## src/rtl/sqe_pkg.sv

```systemverilog
package sqe_pkg;
  typedef enum logic [1:0] {
    MODE_NONE     = 2'b00,
    MODE_LOOP     = 2'b01,
    MODE_RSVD     = 2'b10,
    MODE_LOOP_SQE = 2'b11
  } sqe_mode_e;
endpackage

```

## src/rtl/sqe_end_detect.sv

```systemverilog
// Finds the end of a transmission and the port that carried it.
module sqe_end_detect #(
  parameter int NPORTS = 2,
  parameter int IDXW   = $clog2(NPORTS)
) (
  input  logic              clk,
  input  logic              rst_n,
  input  logic [NPORTS-1:0] tx_act,
  output logic              end_pulse,
  output logic [IDXW-1:0]   end_port,
  output logic              any_act
);
  logic [NPORTS-1:0] tx_q;

  always_ff @(posedge clk or negedge rst_n) begin
    if (!rst_n) tx_q <= '0;
    else        tx_q <= tx_act;
  end

  assign any_act   = |tx_act;
  assign end_pulse = (|tx_q) & ~any_act;

  // lowest index wins
  always_comb begin
    end_port = '0;
    for (int i = NPORTS - 1; i >= 0; i--) begin
      if (tx_q[i]) end_port = IDXW'(i);
    end
  end
endmodule

```

## src/rtl/sqe_gap_timer.sv

```systemverilog
// Counts the gap window and marks the burst phase inside it.
module sqe_gap_timer #(
  parameter int DELAY_CYC = 22,
  parameter int BURST_CYC = 20,
  parameter int BLANK_CYC = 110,
  parameter int TW        = $clog2(BLANK_CYC + 1)
) (
  input  logic clk,
  input  logic rst_n,
  input  logic start,
  input  logic any_act,
  output logic win,
  output logic burst
);
  localparam logic [TW-1:0] T_DLY  = TW'(DELAY_CYC);
  localparam logic [TW-1:0] T_BEND = TW'(DELAY_CYC + BURST_CYC);
  localparam logic [TW-1:0] T_LAST = TW'(BLANK_CYC - 1);

  logic [TW-1:0] t;

  always_ff @(posedge clk or negedge rst_n) begin
    if (!rst_n) begin
      win <= 1'b0;
      t   <= '0;
    end else if (start) begin
      win <= 1'b1;
      t   <= '0;
    end else if (win) begin
      if (any_act && (t < T_DLY)) win <= 1'b0;
      else if (t == T_LAST)       win <= 1'b0;
      t <= t + 1'b1;
    end
  end

  assign burst = win && (t >= T_DLY) && (t < T_BEND);
endmodule

```

## src/rtl/sqe_port_gate.sv

```systemverilog
// Holds the originating port and fans out per-port enables and blocks.
module sqe_port_gate #(
  parameter int NPORTS = 2,
  parameter int IDXW   = $clog2(NPORTS)
) (
  input  logic              clk,
  input  logic              rst_n,
  input  logic              start,
  input  logic [IDXW-1:0]   start_port,
  input  logic              win,
  input  logic              burst,
  input  logic              sqe_on,
  input  logic [NPORTS-1:0] jab,
  output logic [NPORTS-1:0] sqe_en,
  output logic [NPORTS-1:0] blank_col
);
  logic [IDXW-1:0] orig;

  always_ff @(posedge clk or negedge rst_n) begin
    if (!rst_n)     orig <= '0;
    else if (start) orig <= start_port;
  end

  for (genvar p = 0; p < NPORTS; p++) begin : g_port
    logic is_orig;
    assign is_orig      = (orig == IDXW'(p));
    assign sqe_en[p]    = burst && sqe_on && is_orig && !jab[p];
    assign blank_col[p] = win && !is_orig;
  end
endmodule

```

## src/rtl/sqe_test_gen.sv

```systemverilog
module sqe_test_gen #(
  parameter int NPORTS    = 2,
  parameter int DELAY_CYC = 22,
  parameter int BURST_CYC = 20,
  parameter int BLANK_CYC = 110
) (
  input  logic              clk,
  input  logic              rst_n,
  input  logic [NPORTS-1:0] tx_act,
  input  logic [NPORTS-1:0] jab,
  input  logic [1:0]        mode,
  output logic [NPORTS-1:0] sqe_en,
  output logic [NPORTS-1:0] blank_col,
  output logic              gap_win
);
  import sqe_pkg::*;

  localparam int IDXW = $clog2(NPORTS);

  logic            end_pulse;
  logic [IDXW-1:0] end_port;
  logic            any_act;
  logic            burst;
  logic            sqe_on;

  assign sqe_on = (sqe_mode_e'(mode) == MODE_LOOP_SQE);

  sqe_end_detect #(.NPORTS(NPORTS), .IDXW(IDXW)) u_end (
    .clk(clk), .rst_n(rst_n), .tx_act(tx_act),
    .end_pulse(end_pulse), .end_port(end_port), .any_act(any_act)
  );

  sqe_gap_timer #(.DELAY_CYC(DELAY_CYC), .BURST_CYC(BURST_CYC),
                  .BLANK_CYC(BLANK_CYC)) u_tmr (
    .clk(clk), .rst_n(rst_n), .start(end_pulse), .any_act(any_act),
    .win(gap_win), .burst(burst)
  );

  sqe_port_gate #(.NPORTS(NPORTS), .IDXW(IDXW)) u_gate (
    .clk(clk), .rst_n(rst_n), .start(end_pulse), .start_port(end_port),
    .win(gap_win), .burst(burst), .sqe_on(sqe_on), .jab(jab),
    .sqe_en(sqe_en), .blank_col(blank_col)
  );
endmodule

```

## config.mk

```make
export PLATFORM = sky130hd
export DESIGN_NAME = sqe_test_gen
export DESIGN_NICKNAME = d
export VERILOG_FILES = /design/src/rtl/sqe_pkg.sv /design/src/rtl/sqe_end_detect.sv /design/src/rtl/sqe_gap_timer.sv /design/src/rtl/sqe_port_gate.sv /design/src/rtl/sqe_test_gen.sv
export SDC_FILE = /design/constraint.sdc
export NUM_CORES = 1
export LEC_CHECK = 0
export ABC_AREA = 1
export CAP_MARGIN = 20
export CORE_UTILIZATION = 40
export DETAILED_ROUTE_END_ITERATION = 7
export SLEW_MARGIN = 10
export SYNTH_ARGS = -nofsm -noshare
export SYNTH_HDL_FRONTEND = slang
export SYNTH_SLANG_ARGS = --single-unit
```

## constraint.sdc

```tcl
create_clock -name clk -period 1.4 [get_ports clk]
set_clock_uncertainty 0.2 [all_clocks]
set_input_delay 0.35 -clock clk [delete_from_list [all_inputs] [get_ports clk]]
set_output_delay 0.35 -clock clk [all_outputs]
set_load 0.05 [all_outputs]
```

==> impl_metrics.tcl <==
set metrics [dict create \
    core_um2 1383 \
    dp_hpwl_um 1122 \
    arrival_ps 1410 \
    grt_max_degree 12 \
    portBuffers 12 \
    timing.final.ws_setup_ps -560.8 \
    worst_pin_slew_ps 171.5 \
    instances_no_fill 147 \
    failed_checks "setup timing" \
    slew_headroom_pct 88.49 \
    regArea_um2 280.3 \
    cpPeakStageDelay_ps 460 \
    hold_class "in -> async" \
    finalPower_mw 0.8938 \
    drc 0 \
    drt-initial-drc-count 13 \
    numClockSinks 11 \
    synth_fp_nets 98 \
    post-route-min-period_ps 1961 \
    fmax_mhz 510.0 \
    vias 714 \
    syn_inst 88 \
    ys_types 16 \
    first_global_vias 720 \
    initial_core_util_pct 45.79 \
    reg2reg_from "u_tmr.t[3]" \
    grt_first_pass_wirelength_um 3160 \
    crit_type "reg -> out" \
    num_rows 13 \
    ys_warn_count 0 \
    clock_tree.buffer_depth 2 \
    num-fill-cells 72 \
    ys_seq_area_share_pct 43.48 \
    powerDensity_nw_per_um2 735.0 \
    leakage_nw 0.5995 \
    path_cells "buf_6 -> nor2_2 -> nand3_2 -> nand3_4 -> nor2_4 -> buf_12" \
    area_delta_synth_final_pct 92.10 \
    crit_required_ps 850 \
    post_drt_wl_per_cell_um 14.05 \
    grt.overflow.total 0 \
    cts_max_level 1 \
    drive_gt1_share_pct 56.82 \
    viasPerCell 4.857 \
    r2r_cells 12 \
    r2r_end "u_tmr.win" \
    status "complete, but fails checks" \
    setup_viol 6 \
    nets 143 \
    ir_drop_uv 687.7 \
    clk_latency_ps 280 \
    root_buffer "clkbuf_4" \
    cts_buffers 3 \
    wl_um 2066 \
    finalHoldViolCount 0 \
    path_clk_slew_ps 80 \
    syn-cell-area_um2 633.1 \
    multi_input_area_um2 411.6 \
    rsz0062_at_grt "yes" \
    drt.antenna.violating_nets 0 \
    ys_ff_latch 11 \
    grt_usage_pct 24.45 \
    fp.dieH_um 41.79 \
    antenna_found_initial 0 \
    ff2ff_setup_slack_ps -450 \
    final.period_utilization_pct 140.1 \
    gp_congestion 0.7929 \
    syn_avg_cell_area_um2 7.194 \
    critical_path.max_fanout 4 \
    diodes 0 \
    cp-start-kind "flip-flop" \
    maxCapViolCount 0 \
    io_pins 13 \
    cp_slowest_cell "dfrtp_2" \
    first_pass_iters 4 \
    placed_cells 134 \
    die_x_um 41.79 \
    endpoint_kind "output port" \
    dieArea_um2 1746 \
    drv_slew 0 \
    cts_tree "yes" \
]
synthesized netlist by cell type:
master,number,share of area [%]
nand2_1,20,12
inv_1,14,8.3
nor2_1,13,7.7
dfrtp_1,11,43
nand3_1,6,4.7
a21oi_1,5,4.0
nor2_2,5,4.9
ha_1,2,4.0
inv_2,2,1.2
o21ai_0,2,1.6
o21ai_1,2,1.6
or2_2,2,2.0
nand3_2,1,1.6
nand3b_1,1,1.2
nor3_1,1,0.79
nor3b_1,1,1.2
logic make-up after synthesis:
group | Yosys count | synth area share [%]
AND/OR/NAND/NOR | 50 | 35.97
AO/OA/AOI/OAI | 9 | 7.114
flip-flops | 11 | 43.48
adder cells (fa/ha/maj) | 2 | 3.952
buffers and inverters | 16 | 9.487
cell type report:
| cell class | instances | area share [%] |
|---|---|---|
| sequential | 11 | 23.05 |
| inverter | 16 | 5.453 |
| tap | 15 | 1.543 |
| multi-input combinational | 61 | 33.85 |
| clock inverter | 1 | 0.4115 |
| timing repair buffer | 40 | 33.85 |
| clock buffer | 3 | 1.852 |
worst max-delay path by stage:
stage	startpoint	slack (ps)	end
global placement	mode[0]	-560	sqe_en[1]
CTS	u_tmr.t[4]	-550	sqe_en[1]
finish	u_tmr.t[4]	-560	sqe_en[1]
detailed placement	mode[0]	-580	sqe_en[1]
global route	u_tmr.t[3]	-630	sqe_en[1]
floorplan	u_tmr.win	-410	sqe_en[0]
worst max-delay path, delay by kind of cell (launching register included):
family,cells,cell delay (ps)
AND/OR/NAND/NOR,4,380
buffers and inverters,2,280
flip-flops,1,460
state kept, by name (all words and copies together), names as in the netlist:
register,flops
u_tmr.t,7
u_end.tx_q,2
u_gate.g_port.is_orig,1
u_tmr.win,1
placed cells by master, fill, tap and decap left out, types with 2 or more instances in the layout:
master	Yosys	routed
inv_2	2	4
nor2_2	5	6
nand2_2	0	6
a21oi_1	5	4
nor2_4	0	5
clkdlybuf4s50_1	0	5
buf_4	0	19
nand2_1	20	12
nand3_2	1	3
inv_1	14	10
nand3_1	6	3
clkbuf_4	0	3
nand2_4	0	2
dlygate4sd2_1	0	2
o21ai_1	2	3
dfrtp_2	0	4
dfrtp_1	11	7
buf_12	0	5
or2_2	2	2
nor2_1	13	7
buf_6	0	9
what timing repair did:
action,CTS,global route
pin swaps,10,10
gates cloned,0,0
buffers inserted,10,2
resized for setup,20,24
setup endpoints to repair,7,14
hold buffers,0,0
through the flow:
stage | cell area, um^2 | setup TNS (ps) | setup slack, ps | utilization (%) | hold WS [ps]
2_1_floorplan | 663.1 | -974.2 | -405.6 | - | -145.6
3_3_place_gp | 994.7 | -3028 | -562.8 | 71.95 | 293.2
3_5_place_dp | 994.7 | -3311 | -579.8 | 71.95 | 327.5
4_1_cts | 1162 | -2377 | -552.7 | 84.07 | 153.9
5_1_grt | 1216 | -2735 | -632.4 | 87.96 | 155.5
6_report | 1216 | -2343 | -560.8 | 87.96 | 148.0
power by group:
part	leakage (nW)	switching, mW	total, mW	internal (mW)
Sequential	0.138	0.0341	0.381	0.347
Combinational	0.444	0.136	0.284	0.147
Clock	0.0177	0.123	0.229	0.106
Total	0.600	0.293	0.894	0.600
metal layers:
layer / track usage, % / vias to the layer above / routed length, um
li1: - / 360 / -
met1: 32.33 / 325 / 895
met2: 37.81 / 22 / 1029
met3: 3.913 / 7 / 74
met4: 13.55 / 0 / 68
met5: 0 / - / 0
Note: power is estimated with default switching activity, not from simulation.
